## config.mk

```make
export PLATFORM = sky130hd
export DESIGN_NAME = ea_gen_unit
export DESIGN_NICKNAME = d
export VERILOG_FILES = /design/src/rtl/ea_pkg.sv /design/src/rtl/ea_instr_decode.sv /design/src/rtl/ea_addr_calc.sv /design/src/rtl/ea_ctrl.sv /design/src/rtl/ea_gen_unit.sv
export SDC_FILE = /design/constraint.sdc
export NUM_CORES = 1
export LEC_CHECK = 0
export BUFFER_PORTS_ARGS = -buffer_cell sky130_fd_sc_hd__buf_4
export CORE_UTILIZATION = 46
export DETAILED_ROUTE_END_ITERATION = 8
export GPL_ROUTABILITY_DRIVEN = 0
export PLACE_DENSITY_LB_ADDON = 0.15
export SLEW_MARGIN = 20
export SYNTH_ARGS = -nofsm -noshare
export SYNTH_HDL_FRONTEND = slang
export SYNTH_SLANG_ARGS = --single-unit
```

## constraint.sdc

```tcl
create_clock -name clk -period 2.8 [get_ports clk]
set_input_delay 0.56 -clock clk [delete_from_list [all_inputs] [get_ports clk]]
set_output_delay 0.56 -clock clk [all_outputs]
set_load 0.005 [all_outputs]
```

## src/rtl/ea_pkg.sv

```systemverilog
package ea_pkg;
    localparam int INSTR_W = 32;
    localparam int DATA_W  = 32;
    localparam int OPC_W   = 5;
    localparam int RIDX_W  = 3;
    localparam int AF_W    = 20;

    // field positions derived from widths (MSB-first layout)
    localparam int AF_LSB  = 0;
    localparam int IDX_LSB = AF_LSB + AF_W;
    localparam int REG_LSB = IDX_LSB + RIDX_W;
    localparam int IND_BIT = REG_LSB + RIDX_W;
    localparam int OPC_LSB = IND_BIT + 1;

    localparam logic [OPC_W-1:0] OPC_LOAD = 5'h0C;

    typedef enum logic [2:0] {
        ST_IDLE,
        ST_INDEX_ADD,
        ST_PTR_READ,
        ST_OPERAND_READ,
        ST_DONE
    } ea_state_e;

    typedef struct packed {
        logic              is_load;
        logic              ind;
        logic [RIDX_W-1:0] reg_sel;
        logic [RIDX_W-1:0] idx_sel;
        logic [AF_W-1:0]   afield;
    } ea_dec_t;
endpackage

```

## src/rtl/ea_instr_decode.sv

```systemverilog
module ea_instr_decode
    import ea_pkg::*;
(
    input  logic [INSTR_W-1:0] instr_i,
    output ea_dec_t            dec_o
);
    always_comb begin
        dec_o.is_load = (instr_i[OPC_LSB +: OPC_W] == OPC_LOAD);
        dec_o.ind     = instr_i[IND_BIT];
        dec_o.reg_sel = instr_i[REG_LSB +: RIDX_W];
        dec_o.idx_sel = instr_i[IDX_LSB +: RIDX_W];
        dec_o.afield  = instr_i[AF_LSB +: AF_W];
    end
endmodule

```

## src/rtl/ea_addr_calc.sv

```systemverilog
module ea_addr_calc #(
    parameter int AW = 20,
    parameter int DW = 32,
    parameter int IW = 3
) (
    input  logic [AW-1:0] afield_i,
    input  logic [IW-1:0] idx_sel_i,
    input  logic [DW-1:0] idx_data_i,
    output logic [AW-1:0] sum_o
);
    logic [AW-1:0] idx_val;

    // register zero always contributes zero; no separate direct path
    generate
        if (DW > AW) begin : g_trunc
            logic unused_hi;
            assign unused_hi = ^idx_data_i[DW-1:AW];
            always_comb idx_val = (idx_sel_i == '0) ? '0 : idx_data_i[AW-1:0];
        end else begin : g_ext
            always_comb idx_val = (idx_sel_i == '0) ? '0 : AW'(idx_data_i);
        end
    endgenerate

    // wraps modulo 2^AW
    assign sum_o = afield_i + idx_val;
endmodule

```

## src/rtl/ea_ctrl.sv

```systemverilog
module ea_ctrl
    import ea_pkg::*;
(
    input  logic               clk,
    input  logic               rst_n,
    input  logic               start_i,
    input  logic [INSTR_W-1:0] instr_i,
    input  ea_dec_t            dec_i,
    input  logic [AF_W-1:0]    sum_i,
    input  logic               mem_rd_valid_i,
    input  logic [DATA_W-1:0]  mem_rd_data_i,
    output logic               busy_o,
    output logic               done_o,
    output logic [AF_W-1:0]    ea_o,
    output logic [INSTR_W-1:0] instr_q_o,
    output logic               mem_rd_en_o,
    output logic [AF_W-1:0]    mem_rd_addr_o,
    output logic               rf_wr_en_o,
    output logic [RIDX_W-1:0]  rf_wr_idx_o,
    output logic [DATA_W-1:0]  rf_wr_data_o
);
    typedef struct packed {
        ea_state_e          st;
        logic [INSTR_W-1:0] instr;
        logic [AF_W-1:0]    ea;
        logic [DATA_W-1:0]  data;
        logic               pend;
    } ctrl_t;

    localparam ctrl_t CTRL_RST = '{st: ST_IDLE, instr: '0, ea: '0, data: '0, pend: 1'b0};

    ctrl_t q, d;
    logic  rd_req;

    always_comb begin
        d      = q;
        rd_req = 1'b0;
        unique case (q.st)
            ST_IDLE: begin
                if (start_i) begin
                    d.instr = instr_i;
                    d.st    = ST_INDEX_ADD;
                end
            end
            ST_INDEX_ADD: begin
                d.ea = sum_i;
                if (dec_i.ind)          d.st = ST_PTR_READ;
                else if (dec_i.is_load) d.st = ST_OPERAND_READ;
                else                    d.st = ST_DONE;
            end
            ST_PTR_READ: begin
                if (!q.pend) begin
                    rd_req = 1'b1;
                    d.pend = 1'b1;
                end else if (mem_rd_valid_i) begin
                    d.ea   = mem_rd_data_i[AF_W-1:0];
                    d.pend = 1'b0;
                    d.st   = dec_i.is_load ? ST_OPERAND_READ : ST_DONE;
                end
            end
            ST_OPERAND_READ: begin
                if (!q.pend) begin
                    rd_req = 1'b1;
                    d.pend = 1'b1;
                end else if (mem_rd_valid_i) begin
                    d.data = mem_rd_data_i;
                    d.pend = 1'b0;
                    d.st   = ST_DONE;
                end
            end
            ST_DONE: d.st = ST_IDLE;
            default: d = CTRL_RST;
        endcase
    end

    always_ff @(posedge clk or negedge rst_n) begin
        if (!rst_n) q <= CTRL_RST;
        else        q <= d;
    end

    assign busy_o        = (q.st != ST_IDLE);
    assign done_o        = (q.st == ST_DONE);
    assign ea_o          = q.ea;
    assign instr_q_o     = q.instr;
    assign mem_rd_en_o   = rd_req;
    assign mem_rd_addr_o = q.ea;
    assign rf_wr_en_o    = done_o && dec_i.is_load && (dec_i.reg_sel != '0);
    assign rf_wr_idx_o   = dec_i.reg_sel;
    assign rf_wr_data_o  = q.data;


    done_pulse_chk: assert property (@(posedge clk) disable iff (!rst_n)
        done_o |=> !done_o);

    busy_rise_chk: assert property (@(posedge clk) disable iff (!rst_n)
        $rose(busy_o) |-> $past(start_i));

    rd_pulse_chk: assert property (@(posedge clk) disable iff (!rst_n)
        mem_rd_en_o |=> !mem_rd_en_o);

    rd_addr_hold_chk: assert property (@(posedge clk) disable iff (!rst_n)
        mem_rd_en_o |=> $stable(mem_rd_addr_o));

    wr_at_done_chk: assert property (@(posedge clk) disable iff (!rst_n)
        rf_wr_en_o |-> done_o);
endmodule

```

## src/rtl/ea_gen_unit.sv

```systemverilog
module ea_gen_unit
    import ea_pkg::*;
(
    input  logic               clk,
    input  logic               rst_n,
    input  logic               start_i,
    input  logic [INSTR_W-1:0] instr_i,
    output logic               busy_o,
    output logic               done_o,
    output logic [AF_W-1:0]    ea_o,
    output logic [RIDX_W-1:0]  rf_rd_idx_o,
    input  logic [DATA_W-1:0]  rf_rd_data_i,
    output logic               rf_wr_en_o,
    output logic [RIDX_W-1:0]  rf_wr_idx_o,
    output logic [DATA_W-1:0]  rf_wr_data_o,
    output logic               mem_rd_en_o,
    output logic [AF_W-1:0]    mem_rd_addr_o,
    input  logic               mem_rd_valid_i,
    input  logic [DATA_W-1:0]  mem_rd_data_i
);
    logic [INSTR_W-1:0] instr_q;
    ea_dec_t            dec;
    logic [AF_W-1:0]    sum;

    ea_instr_decode u_dec (
        .instr_i (instr_q),
        .dec_o   (dec)
    );

    ea_addr_calc #(.AW(AF_W), .DW(DATA_W), .IW(RIDX_W)) u_calc (
        .afield_i   (dec.afield),
        .idx_sel_i  (dec.idx_sel),
        .idx_data_i (rf_rd_data_i),
        .sum_o      (sum)
    );

    ea_ctrl u_ctrl (
        .clk            (clk),
        .rst_n          (rst_n),
        .start_i        (start_i),
        .instr_i        (instr_i),
        .dec_i          (dec),
        .sum_i          (sum),
        .mem_rd_valid_i (mem_rd_valid_i),
        .mem_rd_data_i  (mem_rd_data_i),
        .busy_o         (busy_o),
        .done_o         (done_o),
        .ea_o           (ea_o),
        .instr_q_o      (instr_q),
        .mem_rd_en_o    (mem_rd_en_o),
        .mem_rd_addr_o  (mem_rd_addr_o),
        .rf_wr_en_o     (rf_wr_en_o),
        .rf_wr_idx_o    (rf_wr_idx_o),
        .rf_wr_data_o   (rf_wr_data_o)
    );

    assign rf_rd_idx_o = dec.idx_sel;


    no_r0_write_chk: assert property (@(posedge clk) disable iff (!rst_n)
        rf_wr_en_o |-> (rf_wr_idx_o != '0));

    direct_store_no_read_chk: assert property (@(posedge clk) disable iff (!rst_n)
        (busy_o && !dec.is_load && !dec.ind) |-> !mem_rd_en_o);

    store_no_write_chk: assert property (@(posedge clk) disable iff (!rst_n)
        (done_o && !dec.is_load) |-> !rf_wr_en_o);

    idle_after_reset_chk: assert property (@(posedge clk)
        $rose(rst_n) |-> (!busy_o && !done_o && !mem_rd_en_o && !rf_wr_en_o));
endmodule

```

# After elaboration in Yosys (flattened, before gate mapping)
# Index checks and enable logic that the tools add are counted.
word_totals:
  reg_bits: 88
  input_bits: 100
  output_inout_bits: 82
classes:
  add_sub_neg: 1
  n_eq_ne: 10
  mux: 22
  bitwise_logic: 3
  reduce_logical: 15
ops:
  columns: ["cell", "count"]
  rows:
  - ["case mux 32 bit (2 select lines)", 2]
  - ["two-way mux 20 bit", 3]
  - ["case mux 20 bit (3 select lines)", 1]
  - ["two-way mux 35 bit", 1]
  - ["two-way mux 33 bit", 1]
  - ["two-way mux 32 bit", 1]
  - ["adder 20 bit", 1]
  - ["two-way mux 3 bit", 6]
  - ["case mux 3 bit (4 select lines)", 1]
  - ["OR reduction 4 bit", 2]
  - ["== test 3 x 2 -> 1 bit (second input constant)", 2]
  - ["logical NOT 3 bit", 2]
  - ["!= test 2 bit (second input constant)", 3]
  - ["AND reduction 3 bit", 2]
  - ["nonzero test 3 bit", 2]
  - ["OR reduction 3 bit", 2]
  - ["== test 5 x 4 -> 1 bit (second input constant)", 1]
  - ["two-way mux 1 bit", 5]
  - ["AND reduction 5 bit", 1]
  - ["!= test 2 x 1 -> 1 bit (second input constant)", 2]
  - ["== test 3 x 1 -> 1 bit (second input constant)", 1]
  - ["== test 3 bit (second input constant)", 1]
  - ["inverter 1 bit", 3]
  - ["case mux 1 bit (3 select lines)", 1]
  - ["other kinds (3)", 4]

# Longest topological paths before layout
depth:
  word_depth: 5
  depth_mapped: 14

# Modules after synthesis
# Synthesis repeated with hierarchy kept, for this count alone.
hier_totals:
  cells_unflattened: 673
  area_unflattened_um2: 6426.2
by_module_without_submodules:
  columns: ["mod", "instances", "cells_per_inst", "area_each_um2", "seq_area_each_um2"]
  rows:
  - ["ea_ctrl", 1, 492, 5098.6, 2202.1]
  - ["ea_addr_calc", 1, 152, 1108.6, 0.0]
  - ["ea_instr_decode", 1, 29, 219.0, 0.0]

# Least setup slack after synthesis
# No wires, ideal clock.
synth_timing:
  path_type: "register to register"
  start: "register u_ctrl.q, in the netlist u_ctrl.instr_q_o[21]"
  end: "register u_ctrl.q, in the netlist u_ctrl.ea_o[12]"
  arrival_ns: 2.778
  setup_slack_ns: -0.104
  path_stages_with_launch: 14
  path_buffers: 3
  synth_period_minus_slack_ns: 2.904
  cell_sequence: "dfrtp_1 -> nor3_1 -> clkbuf_1 -> clkbuf_1 -> nor2b_1 -> ha_1 -> buf_6 -> nand2_2 -> or3_1 -> a21oi_2 -> o21ai_0 -> xnor2_1 -> a221oi_1 -> nor2_1"
synth_via:
  elab_chain_cells: 4
synth_rtl:
  columns: ["item", "line_no", "text"]
  rows:
  - ["start, declared", "ea_ctrl.sv:32", "ctrl_t q, d;"]
  - ["start signal, assigned", "ea_ctrl.sv:77", "if (!rst_n) q <= CTRL_RST;"]
  - ["start signal, assigned", "ea_ctrl.sv:78", "else q <= d;"]
  - ["logical NOT 3 bit", "ea_addr_calc.sv:18", "always_comb idx_val = (idx_sel_i == '0) ? '0 : idx_data_i[AW-1:0];"]
  - ["two-way mux 20 bit", "ea_addr_calc.sv:18", null]
  - ["adder 20 bit", "ea_addr_calc.sv:25", "assign sum_o = afield_i + idx_val;"]
  - ["case mux 20 bit (3 select lines)", "ea_ctrl.sv:38", "unique case (q.st)"]
# No other way between the ends.
# A chain may end at the register's enable or synchronous reset.

# Worst setup path in the final report
layout_timing:
  start: "register u_ctrl.q, in the netlist u_ctrl.instr_q_o[22]"
  end: "register u_ctrl.q, in the netlist u_ctrl.ea_o[15]"
# The elaborated chain is that of the path after synthesis.

==> flow_results.org <==
** Logic synthesis
- Number of storage elements in the synthesis netlist :: 88
- Counting distinct cell types in the post-synthesis netlist gives 51.
- Among all flip-flop cells after synthesis, the most frequent one is dfrtp_1.
- Sequential area share after synthesis :: 0.421
- EDFF count, synth :: 0
- Asr flop ratio synth :: 1.00
- The mapped netlist covers 5230 sq um.
- Syn_area_per_cell :: 9.12 sq um
- The cell count after synthesis came out at 574.
- The number of nets handed over by synthesis was 694.
- The Yosys step of the flow raised 0 warnings.

** Place
- Port bufs :: approximately 170
- HPWL reported at the end of detailed placement :: about 9 mm
- Including well taps, the total number of placed cells is 786.
- Post-place setup slack :: 0.0164 ns

** Route
- Per-cell routed wire length :: 15.6 microns
- Vias per Instance :: 5.24
- After detailed routing, the number of remaining DRC violations is 0.
- The pre-antenna-repair detailed-routing pass consisted of 6 iterations.
- Wires add up to 12.7 mm.
- For this block, the via count after detailed routing is 4256.
- The count of nets left with antenna violations once routing finished came out at 0.
- DRC marker count from the first detailed-route iteration :: roughly 270

** Worst setup path
- Endpoint arrival time on the critical path :: 2.89 ns
- Type of element capturing the critical path :: register
- The setup path with the least slack is of type reg2reg.
- Startpoint type of the worst setup path :: register
- The number of cells on the worst reg-to-reg path is 14.
- Of all nets on the critical path, the largest fanout is 7.
- Worst EP required :: 3.01 ns

** Die
- In this run the horizontal extent of the chip is 109 microns.
- The initial utilization of the core area, before any placement, comes to 0.476.
- In this run the standard cell core region covers 11000 sq um.
- Measured along the y axis, the die boundary spans 109 microns.
- In this run the core area contains 38 standard-cell rows.
- Top-level I/O count :: 182
- Die outline area :: 11800 sq um

** STA
- Dividing the final minimum period by the clock period gives 0.958.
- Worst hold margin :: 0.212 ns
- Slack of the critical path :: approximately 0.12 ns
- Setup repair after global routing could not meet its margin everywhere.
- Actual slew at the worst max-slew pin :: 0.814 ns
- Measured against its own limit, the worst slew margin works out to 0.457.
- Maximum clock rate :: 0.373 GHz
- The worst path in the final design needs a cycle of 2.68 ns, including I/O delays and setup.
- The final count of hold timing violations came to 0.
- Between clock sinks in the finished design, the worst skew comes to 0.00553 ns.
- Setup violations remaining at the end of the flow were counted as 0.
- Slew Limit Fails :: 0

** Clock network
- TritonCTS clock tree :: done
- In this run the number of H-tree levels came out at 3.
- The tree built by TritonCTS fans out to 88 sinks.
- Maximum buffer depth of the clock tree :: 2
- Clock buffer count from CTS :: 9
- Clock-pin slew reported for the worst setup and hold paths after clock tree synthesis :: 0.06 ns
- Clock Tree Root :: clkbuf_16
- For the worst-skew pair, the clock arrives at the later sink with an insertion delay of around 0.34 ns.

** Final layout
- The repair_antennas step left the layout with diodes totalling 0.
- Final standard cell count with taps included and fillers excluded :: 812
- In the final design database the tool counted between 700 and 800 nets.
- Of the cells placed in the final design, the portion with a size suffix greater than 1 is 0.362.
- P&R area growth vs syn :: 25.6%
- After filler insertion, the fill cell instance count of the layout stands at between 900 and 1000.

** Pwr
- Reported leakage power :: 0.00319 uW
- For this design the ratio of total power to cell area is roughly 1100 nW/um^2.
- The worst-case IR drop observed on VDD is 535 uV.

** Global route
- Antenna violations before repair :: 0
- The first global-routing pass estimated ~20 mm of wire.
- Entering global routing, the biggest net connects 65 pins.
- Global-route usage over all layers :: 0.217
- For this run the aggregate overflow at the end of global routing stands at 0.
- The number of global-route vias before repair is 3938.

** Min path
- Class of the tightest hold or removal check :: in2async

** Outcome
- The flow ran to the end, and the final reports show no timing, DRC or antenna violations.

** Flow run
- MaxCap Viol Count :: 0
flip-flops by register name (all words and copies together) (netlist names):
register,cells
u_ctrl.ea_o,20
u_ctrl.instr_q_o,32
u_ctrl.q,4
u_ctrl.rf_wr_data_o,32
metrics by stage:
stage	utilization	power, uW	setup TNS, ns	area [sq um]
2_1_floorplan	-	4860	0	5240
3_3_place_gp	0.553	5680	0	6080
3_5_place_dp	0.553	5760	0	6080
4_1_cts	0.578	6910	0	6340
5_1_grt	0.598	7850	-0.216	6570
6_report	0.598	7260	0	6570
routing by layer:
layer	track usage	vias up	share of wire
li1	-	2090	-
met1	0.311	2006	0.48
met2	0.331	147	0.45
met3	0.0424	13	0.061
met4	0.0685	0	0.012
met5	0	-	0
cells by family after synthesis:
logic type      synth area share
simple gates               0.155
compound gates             0.199
buf+inv                    0.146
fa+ha+maj                 0.0493
xor+xnor                  0.0301
flops                      0.421
path summary, 6_finish.rpt:
check,startpoint,end,slack [ns]
worst min-delay path,rst_n,u_ctrl.rf_wr_data_o[28],0.21
worst min register to register,u_ctrl.rf_wr_data_o[6],u_ctrl.rf_wr_data_o[6],0.48
min in group clk,instr_i[15],u_ctrl.instr_q_o[15],0.44
max in group asynchronous,rst_n,u_ctrl.ea_o[7],1.91
worst max-delay path,u_ctrl.instr_q_o[22],u_ctrl.ea_o[15],0.12
worst max register to register,u_ctrl.instr_q_o[22],u_ctrl.ea_o[15],0.12
layout make-up:
| cell class | count | area (sq um) | area share |
|---|---|---|---|
| Multi-Input combinational cell | 370 | 2410 | 0.367 |
| Clock buffer | 13 | 250 | 0.0381 |
| Timing Repair Buffer | 191 | 1490 | 0.226 |
| Clock inverter | 3 | 17.5 | 0.00267 |
| Tap cell | 140 | 175 | 0.0267 |
| Inverter | 7 | 26.3 | 0.00400 |
| Sequential cell | 88 | 2200 | 0.335 |
report_power, final:
part / internal (uW) / switching [uW] / total [uW] / leakage [uW]
clock network: 624 / 480 / 1100 / 0.000130
logic: 1990 / 2080 / 4070 / 0.00190
registers: 1710 / 380 / 2090 / 0.00115
total: 4320 / 2940 / 7260 / 0.00319
cell usage in the layout, fill, tap and decap left out, drive strengths merged, types with 2 or more instances in the layout:
master / count
a21o: 8
a21oi: 29
a221oi: 6
a22o: 32
a22oi: 5
a31oi: 3
and2: 3
and3: 7
buf: 190
clkbuf: 14
clkinv: 2
dfrtp: 88
ha: 19
inv: 7
nand2: 88
nand2b: 3
nand3: 6
nand4: 4
nor2: 29
nor2b: 22
nor3: 7
o211ai: 6
o21a: 2
o21ai: 55
o22ai: 4
o31ai: 2
or3: 3
xnor2: 11
xor2: 7
synth_stat cells, types with 6 or more instances:
| cell | n | area [sq um] |
|---|---|---|
| a21o_1 | 8 | 60.1 |
| a21oi_1 | 27 | 135 |
| a22o_1 | 32 | 280 |
| and3_1 | 6 | 37.5 |
| buf_2 | 6 | 30.0 |
| buf_4 | 78 | 586 |
| clkbuf_1 | 21 | 78.8 |
| dfrtp_1 | 88 | 2200 |
| ha_1 | 19 | 238 |
| inv_1 | 7 | 26.3 |
| nand2_1 | 87 | 327 |
| nand3_1 | 6 | 30.0 |
| nor2_1 | 27 | 101 |
| nor2b_1 | 22 | 138 |
| nor3_1 | 6 | 30.0 |
| o211ai_1 | 6 | 45.0 |
| o21ai_0 | 51 | 255 |
| xnor2_1 | 11 | 96.3 |
| xor2_1 | 7 | 61.3 |
worst max-delay path, stage by stage, from the launching register on:
cell	delay, ns
dfrtp_1	0.40
nor3_2	0.20
buf_6	0.17
buf_12	0.12
nor2b_1	0.05
ha_1	0.33
buf_6	0.14
nand4_1	0.10
o211ai_1	0.17
nor2_1	0.17
o21ai_2	0.10
a221oi_2	0.23
buf_4	0.17
xor2_1	0.13
o21ai_0	0.08
timing repair:
item / 4_1_cts / 5_1_grt
setup endpoints to repair: 0 / 9
buffers inserted: 0 / 9
gates resized for setup: 0 / 30
hold buffers: 0 / 0
Note: power is estimated with default switching activity, not from simulation.
